`config.mk`:
```
export PLATFORM = sky130hd
export DESIGN_NAME = conv_sequencer
export DESIGN_NICKNAME = d
export VERILOG_FILES = /design/src/rtl/conv_seq_pkg.sv /design/src/rtl/setup_store.sv /design/src/rtl/conv_timer.sv /design/src/rtl/result_fifo.sv /design/src/rtl/conv_sequencer.sv
export SDC_FILE = /design/constraint.sdc
export NUM_CORES = 1
export LEC_CHECK = 0
export ABC_AREA = 0
export BUFFER_PORTS_ARGS = -buffer_cell sky130_fd_sc_hd__clkbuf_2
export CAP_MARGIN = 20
export CORE_MARGIN = 2
export CORE_UTILIZATION = 60
export DETAILED_ROUTE_END_ITERATION = 12
export PLACE_DENSITY = 0.79
export SETUP_SLACK_MARGIN = 0.2
export SLEW_MARGIN = 20
export SYNTH_ARGS = -nofsm -noshare
export SYNTH_HDL_FRONTEND = slang
export SYNTH_SLANG_ARGS = --single-unit
```
`constraint.sdc`:
```
create_clock -name clk -period 6 [get_ports clk]
set_input_delay 1.2 -clock clk [delete_from_list [all_inputs] [get_ports clk]]
set_output_delay 1.2 -clock clk [all_outputs]
set_load 0.02 [all_outputs]
```
`src/rtl/conv_seq_pkg.sv`:
```
package conv_seq_pkg;

  localparam int SETUP_W  = 12;
  localparam int SETUP_AW = 4;
  localparam int CNT_W    = 15;
  localparam int FIRST_EXTRA = 7;

  localparam logic [2:0] OP_CONV  = 3'b000;
  localparam logic [2:0] OP_SOFF  = 3'b001;
  localparam logic [2:0] OP_SGAIN = 3'b010;
  localparam logic [2:0] OP_YOFF  = 3'b101;
  localparam logic [2:0] OP_YGAIN = 3'b110;

  typedef struct packed {
    logic [1:0] latch;
    logic [2:0] chan;
    logic [2:0] rate;
    logic [2:0] gain;
    logic       unipolar;
  } setup_t;

  function automatic logic op_known(input logic [2:0] op);
    return (op == OP_CONV) || (op == OP_SOFF) || (op == OP_SGAIN) ||
           (op == OP_YOFF) || (op == OP_YGAIN);
  endfunction

  function automatic logic [CNT_W-1:0] rate_cycles(input logic [2:0] r);
    logic [CNT_W-1:0] n;
    case (r)
      3'd0:    n = CNT_W'(2180);
      3'd1:    n = CNT_W'(1092);
      3'd2:    n = CNT_W'(532);
      3'd3:    n = CNT_W'(388);
      3'd4:    n = CNT_W'(324);
      3'd5:    n = CNT_W'(17444);
      3'd6:    n = CNT_W'(8724);
      default: n = CNT_W'(4364);
    endcase
    return n;
  endfunction

endpackage

```
`src/rtl/setup_store.sv`:
```
module setup_store #(
  parameter int WIDTH = 12,
  parameter int AW    = 4
) (
  input  logic             clk,
  input  logic             we,
  input  logic [AW-1:0]    waddr,
  input  logic [WIDTH-1:0] wdata,
  input  logic [AW-1:0]    raddr,
  output logic [WIDTH-1:0] rdata
);
  localparam int ENTRIES = 1 << AW;

  logic [WIDTH-1:0] mem [ENTRIES];

  initial begin
    for (int i = 0; i < ENTRIES; i++) mem[i] = '0;
  end

  always_ff @(posedge clk) begin
    if (we) mem[waddr] <= wdata;
  end

  assign rdata = mem[raddr];

endmodule

```
`src/rtl/conv_timer.sv`:
```
module conv_timer #(
  parameter int CW = 15
) (
  input  logic          clk,
  input  logic          rst,
  input  logic          load,
  input  logic [CW-1:0] load_val,
  output logic          zero
);
  logic [CW-1:0] cnt;

  always_ff @(posedge clk) begin
    if (rst)             cnt <= '0;
    else if (load)       cnt <= load_val;
    else if (cnt != '0)  cnt <= cnt - 1'b1;
  end

  assign zero = (cnt == '0);

  p_count_down_r4: assert property (@(posedge clk) disable iff (rst)
    (!load && cnt != '0) |=> (cnt == $past(cnt) - 1'b1));

endmodule

```
`src/rtl/result_fifo.sv`:
```
module result_fifo #(
  parameter int DW    = 24,
  parameter int DEPTH = 8,
  localparam int PW   = $clog2(DEPTH),
  localparam int CW   = $clog2(DEPTH + 1)
) (
  input  logic          clk,
  input  logic          rst,
  input  logic          push,
  input  logic [DW-1:0] wdata,
  input  logic          pop,
  output logic [DW-1:0] rdata,
  output logic [CW-1:0] count,
  output logic          empty,
  output logic          ovf
);
  logic [DW-1:0] mem [DEPTH];
  logic [PW-1:0] wp, rp;
  logic          full, do_pop, do_push;

  function automatic logic [PW-1:0] bump(input logic [PW-1:0] p);
    return (p == PW'(DEPTH - 1)) ? '0 : p + 1'b1;
  endfunction

  assign full    = (count == CW'(DEPTH));
  assign empty   = (count == '0);
  assign do_pop  = pop && !empty;
  assign do_push = push && (!full || do_pop);

  always_ff @(posedge clk) begin
    if (do_push) mem[wp] <= wdata;
  end

  always_ff @(posedge clk) begin
    if (rst) begin
      wp    <= '0;
      rp    <= '0;
      count <= '0;
      ovf   <= 1'b0;
    end else begin
      if (do_push) wp <= bump(wp);
      if (do_pop)  rp <= bump(rp);
      count <= count + CW'(do_push) - CW'(do_pop);
      if (push && !do_push)                          ovf <= 1'b1;
      else if (do_pop && count == CW'(1) && !do_push) ovf <= 1'b0;
    end
  end

  assign rdata = mem[rp];

  p_no_overflow_r11: assert property (@(posedge clk) disable iff (rst)
    count <= CW'(DEPTH));

  p_ovf_set_r11: assert property (@(posedge clk) disable iff (rst)
    (push && count == CW'(DEPTH) && !pop) |=> ovf);

  p_empty_pop_r10: assert property (@(posedge clk) disable iff (rst)
    (pop && count == '0 && !push) |=> (count == '0));

endmodule

```
`src/rtl/conv_sequencer.sv`:
```
module conv_sequencer
  import conv_seq_pkg::*;
#(
  parameter int DW         = 24,
  parameter int FIFO_DEPTH = 8,
  localparam int FCW       = $clog2(FIFO_DEPTH + 1)
) (
  input  logic                clk,
  input  logic                rst,
  input  logic                cmd_valid,
  input  logic [7:0]          cmd_byte,
  input  logic                cfg_multi,
  input  logic                cfg_loop,
  input  logic [SETUP_AW-1:0] cfg_depth,
  input  logic                setup_we,
  input  logic [SETUP_AW-1:0] setup_addr,
  input  logic [SETUP_W-1:0]  setup_wdata,
  input  logic [DW-1:0]       result_data,
  output logic                busy,
  output logic [2:0]          cur_op,
  output logic [2:0]          chan_sel,
  output logic [2:0]          rate_sel,
  output logic [2:0]          gain_sel,
  output logic                unipolar,
  output logic [1:0]          latch_out,
  output logic                conv_end,
  output logic                scan_done,
  input  logic                fifo_rd,
  output logic [DW-1:0]       fifo_rdata,
  output logic [FCW-1:0]      fifo_count,
  output logic                fifo_empty,
  output logic                fifo_ovf
);

  logic                cmd_go, op_ok, is_cal, multi_eff;
  logic [2:0]          cmd_op;
  logic [SETUP_AW-1:0] cmd_ptr, start_idx, rd_addr, idx, run_depth;
  logic                run_multi, run_loop, last, finish, again;
  logic                tmr_load, tmr_zero, push;
  logic [CNT_W-1:0]    tmr_val, base_len;
  logic [SETUP_W-1:0]  rd_raw;
  setup_t              rd_word, cur_setup;
  logic [2:0]          run_op;

  assign cmd_go    = cmd_valid && cmd_byte[7];
  assign cmd_op    = cmd_byte[2:0];
  assign cmd_ptr   = cmd_byte[6:3];
  assign op_ok     = op_known(cmd_op);
  assign is_cal    = (cmd_op != OP_CONV);
  assign multi_eff = cfg_multi && !is_cal;
  assign start_idx = multi_eff ? '0 : cmd_ptr;

  assign finish = busy && tmr_zero;
  assign last   = !run_multi || (idx == run_depth);
  assign again  = !last || run_loop;

  always_comb begin
    if (cmd_go)          rd_addr = start_idx;
    else if (!run_multi) rd_addr = idx;
    else if (last)       rd_addr = '0;
    else                 rd_addr = idx + 1'b1;
  end

  setup_store #(.WIDTH(SETUP_W), .AW(SETUP_AW)) u_store (
    .clk   (clk),
    .we    (setup_we),
    .waddr (setup_addr),
    .wdata (setup_wdata),
    .raddr (rd_addr),
    .rdata (rd_raw)
  );

  assign rd_word  = setup_t'(rd_raw);
  assign base_len = rate_cycles(rd_word.rate);
  assign tmr_load = (cmd_go && op_ok) || (!cmd_go && finish && again);
  assign tmr_val  = cmd_go ? base_len + CNT_W'(FIRST_EXTRA - 1) : base_len - 1'b1;

  conv_timer #(.CW(CNT_W)) u_timer (
    .clk      (clk),
    .rst      (rst),
    .load     (tmr_load),
    .load_val (tmr_val),
    .zero     (tmr_zero)
  );

  assign push = finish && !cmd_go && (run_op == OP_CONV);

  always_ff @(posedge clk) begin
    if (rst) begin
      busy      <= 1'b0;
      idx       <= '0;
      run_op    <= OP_CONV;
      run_multi <= 1'b0;
      run_loop  <= 1'b0;
      run_depth <= '0;
      cur_setup <= '0;
      conv_end  <= 1'b0;
      scan_done <= 1'b0;
    end else begin
      conv_end <= finish && !cmd_go;
      if (cmd_go) begin
        scan_done <= 1'b0;
        busy      <= op_ok;
        if (op_ok) begin
          idx       <= start_idx;
          run_op    <= cmd_op;
          run_multi <= multi_eff;
          run_loop  <= cfg_loop && !is_cal;
          run_depth <= cfg_depth;
          cur_setup <= rd_word;
        end
      end else if (finish) begin
        if (last) scan_done <= 1'b1;
        if (again) begin
          idx       <= rd_addr;
          cur_setup <= rd_word;
        end else begin
          busy <= 1'b0;
        end
      end
    end
  end

  assign cur_op    = run_op;
  assign latch_out = cur_setup.latch;
  assign chan_sel  = cur_setup.chan;
  assign rate_sel  = cur_setup.rate;
  assign gain_sel  = cur_setup.gain;
  assign unipolar  = cur_setup.unipolar;

  result_fifo #(.DW(DW), .DEPTH(FIFO_DEPTH)) u_fifo (
    .clk   (clk),
    .rst   (rst),
    .push  (push),
    .wdata (result_data),
    .pop   (fifo_rd),
    .rdata (fifo_rdata),
    .count (fifo_count),
    .empty (fifo_empty),
    .ovf   (fifo_ovf)
  );

  p_cal_no_push_r7: assert property (@(posedge clk) disable iff (rst)
    (busy && cur_op != OP_CONV) |=> (fifo_count <= $past(fifo_count)));

  p_latch_hold_r3: assert property (@(posedge clk) disable iff (rst)
    (busy && !tmr_zero && !cmd_valid) |=> $stable(latch_out) && $stable(chan_sel));

  p_reserved_idle_r8: assert property (@(posedge clk) disable iff (rst)
    (cmd_valid && cmd_byte[7] && !op_known(cmd_byte[2:0])) |=> !busy);

  p_done_stop_r6: assert property (@(posedge clk) disable iff (rst)
    ($rose(scan_done) && busy) |-> run_loop);

endmodule

```
# == Word level (Yosys, flattened, before mapping) ==
# Memory sizes are Yosys's and may differ from the RTL's. A register that Yosys moved wholly into a read port is not among the register bits.
# Index checks and enable logic that the tools add are counted.
# totals
elab_cells,118
latch_bits,0
out_inout_bits,48
ff_bits,54
n_memories,2
in_bits,59
mem_bits_rw,384
mem_bits_ro,0
# memory_table
name,words,word_bits,rd,rd_ports_with_merged_regs,write_ports,line,source
u_fifo.mem,8,24,1,1,1,result_fifo.sv:17,logic [DW-1:0] mem [DEPTH];
u_store.mem,16,12,1,0,1,setup_store.sv:14,logic [WIDTH-1:0] mem [ENTRIES];
# classes
mul,0
n_bitwise,0
addsub,8
n_shift,0
div_mod_pow,0
order_cmp,0
eq_ne,17
n_reduce_logical,44
muxes,29
# ops
cell,count
15-bit one-hot mux with 7 select lines,1
12-bit 2-to-1 mux,4
15-bit 2-to-1 mux,3
4-bit 2-to-1 mux,8
"15-bit by 1-bit subtractor with 15-bit output, second input constant",2
"3-bit == test, second input constant",7
"15-bit by 3-bit adder with 15-bit output, second input constant",1
15-bit logical NOT,1
15-bit nonzero test,1
1-bit logical AND,13
3-bit 2-to-1 mux,4
"3-bit by 2-bit == test with 1-bit output, second input constant",3
3-bit logical NOT,3
1-bit 2-to-1 mux,9
1-bit logical OR,8
2-bit nonzero test,4
1-bit logical NOT,7
"3-bit by 1-bit adder with 3-bit output, second input constant",2
"3-bit by 1-bit == test with 1-bit output, second input constant",2
2-bit AND reduction,3
4-bit by 1-bit adder with 4-bit output,1
"4-bit by 1-bit adder with 4-bit output, second input constant",1
"4-bit by 1-bit == test with 1-bit output, second input constant",1
4-bit == test,1
8 further kinds,8

# == Longest topological paths before layout ==
# Gate-level depths: netlist (run 1).
# An unclocked memory read counts as a cell.
# depth
depth_word,11
mapped_depth,13
mapped_depth_nobuf,13

# == By module ==
# From an unflattened synthesis (run 1), not the netlist that was laid out.
# unflattened
hier_cells,952
hier_area_um2,17739.5
# by_module_without_submodules
mod,cells_each,instances,seq_area_each_um2,area_each_um2
result_fifo,373,1,6045.8,8067.7
setup_store,317,1,5765.5,7359.6
conv_sequencer,160,1,560.5,1413.9
conv_timer,102,1,300.3,898.4

# == Least setup slack after synthesis (run 1) ==
# Ideal clock, no wire load.
# synth_path
path_kind,flip-flop to flip-flop
from,register u_timer.cnt[2]
to,memory u_fifo.mem[0][0] (enable)
path_slack_ns,0.684
setup_time_ns,0.466
required_ns,5.534
path_buffers,0
synth_period_minus_slack_ns,5.316
path_stages_with_launch,8
arrival_time_ns,4.851
path_cell_list,dfxtp_1 -> or4_1 -> or4_1 -> nor4_2 -> nand3_1 -> nor4_1 -> nand2b_1 -> nor4_1
# synth_between
elab_chain_cells,7
# synth_lines
item,line,source
from (decl),conv_timer.sv:10,logic [CW-1:0] cnt;
from (signal assigned),conv_timer.sv:14,else if (load) cnt <= load_val;
from (signal assigned),conv_timer.sv:15,else if (cnt != '0) cnt <= cnt - 1'b1;
15-bit logical NOT,conv_timer.sv:18,assign zero = (cnt == '0);
1-bit logical AND,conv_sequencer.sv:53,assign finish = busy && tmr_zero;
1-bit logical AND (2 in a row),conv_sequencer.sv:86,assign push = finish && !cmd_go && (run_op == OP_CONV);
1-bit logical AND,result_fifo.sv:28,assign do_push = push && (!full || do_pop);
1-bit 2-to-1 mux,result_fifo.sv:31,if (do_push) mem[wp] <= wdata;
1-bit 2-to-1 mux (not written as such),result_fifo.sv:31,
to (decl),result_fifo.sv:17,
# Every way passes these cells.

# == Worst setup path after layout (run 1) ==
# layout_path
from,register u_timer.cnt[2]
to,memory u_fifo.mem[7][15] (enable)
# layout_between
elab_chain_cells,7
# layout_lines
item,line,source
15-bit logical NOT,conv_timer.sv:18,
1-bit logical AND,conv_sequencer.sv:53,
1-bit logical AND (2 in a row),conv_sequencer.sv:86,
1-bit logical AND,result_fifo.sv:28,
net u_fifo.do_push,result_fifo.sv:19,"logic full, do_pop, do_push;"
1-bit 2-to-1 mux,result_fifo.sv:31,
1-bit 2-to-1 mux (not written as such),result_fifo.sv:31,
# The timed path passes the listed nets, and every way through them passes these cells.

==> results of run 1 <==
-- flip-flops by register name, summed over array words and instances, names as in the netlist, 4 cells and up, named ones only --
register,flops
run_depth,4
u_fifo.count,4
u_store.mem,192
idx,4
u_fifo.mem,192
u_timer.cnt,15
-- metrics by stage --
step                cell area (um2)  cells  utilization  worst slack, ns  power, W
global route                  20200   1704        0.698             1.10   0.00755
detailed placement            18800   1625        0.650             1.10   0.00472
global placement              18800   1625        0.650             1.21   0.00468
CTS                           20100   1704        0.698             1.45   0.00731
finish                        20200   1704        0.698             1.47   0.00728
floorplan                     17700   1171            -            0.684   0.00442
-- synthesized netlist by cell type, types with 15 or more instances --
cell type and n:
nor3_1 16, nor2_1 70, nand3_1 44, nand2_1 176, a32oi_1 19, mux4_2 48, a21oi_1 28, mux2i_1 19
a211oi_1 15, dfxtp_1 57, a31oi_1 18, mux2_2 24, clkbuf_1 45, and3_1 22, edfxtp_1 384
-- worst max-delay path by stage --
stage | slack, ns | to | cells after the start
after floorplan | 0.68 | u_fifo.mem[0][0] | 7
after global placement | 1.21 | u_timer.cnt[14] | 9
after detailed placement | 1.10 | u_timer.cnt[5] | 9
after CTS | 1.45 | u_fifo.mem[7][6] | 10
after global routing | 1.10 | u_fifo.mem[7][5] | 10
final | 1.47 | u_fifo.mem[7][15] | 10
-- logic make-up after synthesis --
logic type,after synthesis,synth area share
DFF,441,0.717
and+or+nand+nor,386,0.100
AOI/OAI and AO/OA,141,0.0582
muxes,91,0.0872
buffers and inverters,78,0.0178
xor gates and xnor gates,21,0.0104
adders and majority gates,13,0.00962
-- worst max-delay path: stages (launching register included) --
cell and delay, ns:
dfxtp_1 0.35, or4_1 0.60, or4_1 0.52, nor4_2 0.56
nand3_1 0.21, nor4_1 0.43, nand2b_1 0.32, inv_1 0.24
nand2_1 0.17, nor2_2 0.36, buf_4 0.42
-- power groups by stage --
stage,registers (W),clock network [W],logic (W)
after floorplan,0.00356,0,0.000862
after global placement,0.00362,0,0.00107
after detailed placement,0.00362,0,0.00109
after CTS,0.00356,0.00264,0.00111
after global routing,0.00357,0.00276,0.00121
final,0.00355,0.00261,0.00111
-- layer usage --
layer  global-route usage  vias to the layer above  share of wire
met5                    0                        -              0
met4               0.0837                        0          0.028
met3               0.0359                       91          0.064
met2                0.451                      475           0.52
met1                0.338                     5281           0.39
li1                     -                     4743              -
-- area by class of cell --
| type | instances | area [um2] |
|---|---|---|
| timing repair buffer | 135 | 761 |
| tap | 384 | 480 |
| inverter | 13 | 48.8 |
| fill | 1850 | 8710 |
| clock inverter | 28 | 239 |
| sequential | 441 | 12700 |
| clock buffer | 51 | 1140 |
| multi-input combinational | 652 | 4810 |
==> metrics.md, run 1 <==
| Metric | Value |
|---|---|
| Setup repair after global routing missed its margin | `no` |
| Overall die width | `176 um` |
| Resized cells post-CTS | `0` |
| Final setup fails | `0` |
| Post-DP HPWL | `22,400 um` |
| Post-synth EDFFs | `384` |
| Clock transition at the register clock pins on the worst setup and hold paths after CTS | `0.06 ns` |
| Worst min path class | `flip-flop to flip-flop` |
| Area of the core | `28,900 um2` |
| Drt total wl | `39,200 um` |
| Cell variety after synth | `59` |
| Startpoint class of the critical path | `flip-flop` |
| Starting density of the core | `0.613` |
| Nets in the synthesized netlist | `1,243` |
| Worst Setup End Kind | `flip-flop` |
| Post-layout nets | `1,358` |
| Total setup buffers inserted after CTS | `0` |
| Number of primary I/O pins | `107` |
| Number of storage elements in the synthesis netlist | `441` |
| Fin crit period | `4.53 ns` |
| Proportion of power drawn by combinational gates | `0.153` |
| Routed wire length per instance | `23.0 um` |
| Reg2Reg Capture Point | `u_fifo.mem[7][15]` |
| Area overhead of the layout relative to synthesis | `14.0%` |
| Via count | `10,600` |
| Part of the power in the clock network | `0.359` |
| Type of the worst setup path | `flip-flop to flip-flop` |
| Final hold vios | `0` |
| Worst slew margin | `0.217` |
| ANT cells | `0` |
| Number of remaining DRC errors | `0` |
| Crit Path Max Fanout | `20` |
| Antenna Violating Nets Remaining | `0` |
| Count of clock tree sinks | `441` |
| Most area-consuming cells after synthesis | `edfxtp_1 (65%), dfxtp_1 (6.5%), mux4_2 (6.1%)` |
| Router iterations before antenna repair | `5` |
| Most frequent cells in the layout | `edfxtp_1 (384), nand2_1 (176), clkbuf_2 (106)` |
| Worst Hold Endpoint | `u_fifo.ovf` |
| Number of slew-limit violations in the final report | `0` |
| TritonCTS clock tree | `yes` |
| Port bufs | `106` |
| Maximum clock skew at final layout | `0.0181 ns` |
| Mean instance size in the synthesized netlist | `15.1 um2` |
| R2R Path Start | `u_timer.cnt[2]` |
| GRT Overall Usage | `0.258` |
| Largest vdd supply drop | `0.301 mV` |
| Antenna violations before repair | `0` |
| Largest net degree at the start of global routing | `57` |
| Placement row count | `62` |
| Number of cell instances on the worst register-to-register path | `10` |
| Initial detailed-routing violation count | `1,147` |
| Crit path launch | `u_timer.cnt[2]` |
| Worst Hold Depth | `2` |
| Top_reg_cell synth | `edfxtp_1` |
| Data arrival, critical path | `4.74 ns` |
| First-pass GRT wire length | `60,400 um` |
| Internal power consumption | `0.00543 W` |
| Vias per inst | `6.21` |
| Maximum capacitance violations | `0` |
| Placer congestion estimate | `0.911` |
| Vertical extent of the die | `176 um` |
| Yosys top cell area share | `0.652` |
| Launch instance of the worst min-delay path | `u_fifo.ovf` |
| Switching pwr | `0.00185 W` |
| Most common cell after layout, fill and taps aside | `edfxtp_1` |
| Register-to-register setup slack | `1.47 ns` |
| Ratio of final minimum period to clock period | `0.756` |
| CTS H-Tree Depth | `2` |
| Fraction of final layout cells with drive strength greater than 1 | `0.233` |
| Die Area | `30,900 um2` |
| CTS root buf | `clkbuf_16` |
| Power density of the placed cells | `361 nW/um2` |
| Proportion of register bits with asynchronous set or reset after synthesis | `0` |
| Data required, critical path | `6.20 ns` |
| Skew-Pair Late Insertion Delay | `0.54 ns` |
| Largest area contributor in the netlist | `edfxtp_1` |
| GR Overflow Total | `0` |
| Status | `complete, no violations` |
| Leak | `6.96 nW` |
| Portion of the post-synthesis area used by sequential elements | `0.717` |
| Sequential power share | `0.488` |
| Synthesized cell area | `17,700 um2` |
| Switching part of the total | `0.254` |
| Total of warnings raised by yosys | `0` |
| Count of hold buffers inserted by post-cts repair | `0` |
| Transition at the pin with the smallest max-transition slack | `1.17 ns` |
| Via count of the first global-routing pass | `10,600` |
| TritonCTS Buffers | `43` |
| Setup TNS after final layout | `0 ns` |
| Maximum clock frequency | `221 MHz` |
| Number of buffers on the longest clock path | `3` |
| Syn Inst Count | `1,171` |
| Hold_ws | `0.470 ns` |
No activity file was read; power rests on OpenSTA's default activity.
==> inputs of run 2 (changes only) <==
==> constraint.sdc (replaced) <==
create_clock -name clk -period 4.4 [get_ports clk]
set_input_delay 0.88 -clock clk [delete_from_list [all_inputs] [get_ports clk]]
set_output_delay 0.88 -clock clk [all_outputs]
set_load 0.02 [all_outputs]
==> run 2 against run 1 <==
Worst setup slack worse by 0.94 ns; critical path depth unchanged; worst hold slack gained 0.0026 ns; utilization increased by 0.26 points; routed wire length up 1.6%; cell count is 0.76% higher; global-route usage is 0.32 points higher; first-iteration DRC count fell by 16%; fmax grew 17%; combinational power increased by 41%; final area grew 0.37%; sequential power is 36% higher.
==> metrics.md, run 2 (synthesized netlist as in run 1, its figures left out) <==
| Metric | Value |
|---|---|
| Post-layout nets | `1,373 (was 1,358)` |
| Power density of the placed cells | `487 nW/um2 (was 361 nW/um2)` |
| Global routing usage on met3 | `0.0413 (was 0.0359)` |
| ANT cells | `0 (unchanged)` |
| Count of clock tree sinks | `441 (unchanged)` |
| Router iterations before antenna repair | `8 (was 5)` |
| Final hold vios | `0 (unchanged)` |
| Drt total wl | `39,800 um (was 39,200 um)` |
| Fraction of final layout cells with drive strength greater than 1 | `0.238 (was 0.233)` |
| Clock transition at the register clock pins on the worst setup and hold paths after CTS | `0.06 ns (about the same)` |
| Final setup fails | `0 (unchanged)` |
| Die Area | `30,900 um2 (unchanged)` |
| GRT Overall Usage | `0.261 (was 0.258)` |
| Antenna violations before repair | `1 (was 0)` |
| Number of buffers on the longest clock path | `3 (unchanged)` |
| Maximum capacitance violations | `0 (unchanged)` |
| Vertical extent of the die | `176 um (unchanged)` |
| Vias per inst | `6.21 (about the same)` |
| CP cell instances | `or4_1 -> or4_1 -> nor4_2 -> nand3_1 -> nor4_2 -> nand2b_1 -> inv_1 -> nand2_1 -> nor2_2 -> buf_4 (was or4_1 -> or4_1 -> nor4_2 -> nand3_1 -> nor4_1 -> nand2b_1 -> inv_1 -> nand2_1 -> nor2_2 -> buf_4)` |
| Overall die width | `176 um (unchanged)` |
| Worst path max stage delay | `0.61 ns (was 0.60 ns)` |
| Port bufs | `106 (unchanged)` |
| R2R Path Start | `u_timer.cnt[2] (unchanged)` |
| Routed wire length per instance | `23.2 um (was 23.0 um)` |
| Reg2Reg Capture Point | `u_fifo.mem[3][22] (was u_fifo.mem[7][15])` |
| Number of cell instances on the worst register-to-register path | `10 (unchanged)` |
| Type of the worst setup path | `flip-flop to flip-flop (unchanged)` |
| Area overhead of the layout relative to synthesis | `14.4% (was 14.0%)` |
| Placer congestion estimate | `0.874 (was 0.911)` |
| Total setup buffers inserted after CTS | `0 (unchanged)` |
| Startpoint class of the critical path | `flip-flop (unchanged)` |
| Met2 layer usage reported by global route | `0.477 (was 0.451)` |
| Number of primary I/O pins | `107 (unchanged)` |
| Register-to-register setup slack | `0.53 ns (was 1.47 ns)` |
| CP top delay family | `simple AND/OR/NAND/NOR gates (unchanged)` |
| Via count | `10,700 (was 10,600)` |
| Via count of the first global-routing pass | `10,700 (was 10,600)` |
| GR Overflow Total | `0 (unchanged)` |
| Data arrival, critical path | `4.06 ns (was 4.74 ns)` |
| Leak | `7.01 nW (was 6.96 nW)` |
| Skew-Pair Late Insertion Delay | `0.55 ns (was 0.54 ns)` |
| Top Registers | `u_fifo.mem (192), u_store.mem (192), u_timer.cnt (15) (unchanged)` |
| GR Layer Usage met1 | `0.320 (was 0.338)` |
| Post-DP HPWL | `23,100 um (was 22,400 um)` |
| Most common cell after layout, fill and taps aside | `edfxtp_1 (unchanged)` |
| TritonCTS Buffers | `44 (was 43)` |
| CTS H-Tree Depth | `2 (unchanged)` |
| Pre-CTS setup slack | `0.164 ns (was 1.10 ns)` |
| Status | `complete, no violations (unchanged)` |
| Worst slew margin | `0.328 (was 0.217)` |
| Number of slew-limit violations in the final report | `0 (unchanged)` |
| Antenna Violating Nets Remaining | `0 (unchanged)` |
| Number of remaining DRC errors | `0 (unchanged)` |
| CTS root buf | `clkbuf_16 (unchanged)` |
| Peak-usage layer in the global routing report | `met2 (unchanged)` |
| Largest net degree at the start of global routing | `84 (was 57)` |
| Data required, critical path | `4.59 ns (was 6.20 ns)` |
| Maximum clock skew at final layout | `0.0271 ns (was 0.0181 ns)` |
| Starting density of the core | `0.613 (unchanged)` |
| Crit Path Max Fanout | `24 (was 20)` |
| Worst Hold Endpoint | `u_fifo.ovf (unchanged)` |
| Worst-path cell with the longest stage delay | `or4_1 (unchanged)` |
| Setup repair after global routing missed its margin | `no (unchanged)` |
| Initial detailed-routing violation count | `958 (was 1,147)` |
| Most frequent cells in the layout | `edfxtp_1 (384), nand2_1 (176), clkbuf_2 (106) (unchanged)` |
| CP bufs+invs | `2 (unchanged)` |
| Fin crit period | `3.87 ns (was 4.53 ns)` |
| Slack of the critical path | `0.531 ns (was 1.47 ns)` |
| Worst min path class | `flip-flop to flip-flop (unchanged)` |
| Ratio of final minimum period to clock period | `0.879 (was 0.756)` |
| Worst Hold Depth | `2 (unchanged)` |
| Worst Setup End Kind | `flip-flop (unchanged)` |
| Launch instance of the worst min-delay path | `u_fifo.ovf (unchanged)` |
| Count of hold buffers inserted by post-cts repair | `0 (unchanged)` |
| Placement row count | `62 (unchanged)` |
| TritonCTS clock tree | `yes (unchanged)` |
| Transition at the pin with the smallest max-transition slack | `1.01 ns (was 1.17 ns)` |
| Maximum clock frequency | `258 MHz (was 221 MHz)` |
| Largest vdd supply drop | `0.490 mV (was 0.301 mV)` |
| Non-filler cells, final | `1,717 (was 1,704)` |
| Area of the core | `28,900 um2 (unchanged)` |
| Resized cells post-CTS | `0 (unchanged)` |
| Number of cells in the design after placement | `1,639 (was 1,625)` |
| Crit path launch | `u_timer.cnt[2] (unchanged)` |
| First-pass GRT wire length | `61,100 um (was 60,400 um)` |
| Setup TNS after final layout | `0 ns (unchanged)` |
==> run 2: layout make-up <==
cell class,count,area [um2]
timing repair buffer,149,891
sequential,441,12700
clock buffer,54,1160
fill,1875,8630
tap,384,480
inverter,13,48.8
clock inverter,24,153
multi-input combinational,652,4820
==> run 2: worst max-delay path by stage <==
stage                              to  cells past startpoint
floorplan            u_fifo.mem[4][0]                      7
detailed placement    u_timer.cnt[14]                     10
global route        u_fifo.mem[3][22]                     10
finish              u_fifo.mem[3][22]                     10
global placement       u_timer.cnt[5]                     10
CTS                 u_fifo.mem[3][22]                     10
==> run 2: power breakdown <==
group / switching [W] / internal (W) / total [W]
logic: 0.000853 / 0.000715 / 0.00157
registers: 0.000162 / 0.00468 / 0.00484
clock network: 0.00151 / 0.00193 / 0.00344
==> run 2: layer usage <==
layer	up-vias	wire (um)
met4	2	1080
met2	465	21400
met5	-	13
li1	4766	-
met3	88	2590
met1	5338	14700
==> run 2: worst min-delay path: stages, from the launching register on <==
cell and delay (ns):
dfxtp_1 0.31, o41ai_1 0.06, a21oi_1 0.05
==> run 2: per-stage QoR <==
stage	cell area (um2)	total power, W	util	hold slack, ns
after global placement	18900	0.00643	0.655	0.457
after floorplan	17700	0.00603	-	0.484
after detailed placement	18900	0.00647	0.655	0.465
final	20200	0.00985	0.701	0.473
after CTS	20200	0.00991	0.701	0.474
after global routing	20200	0.0102	0.701	0.496
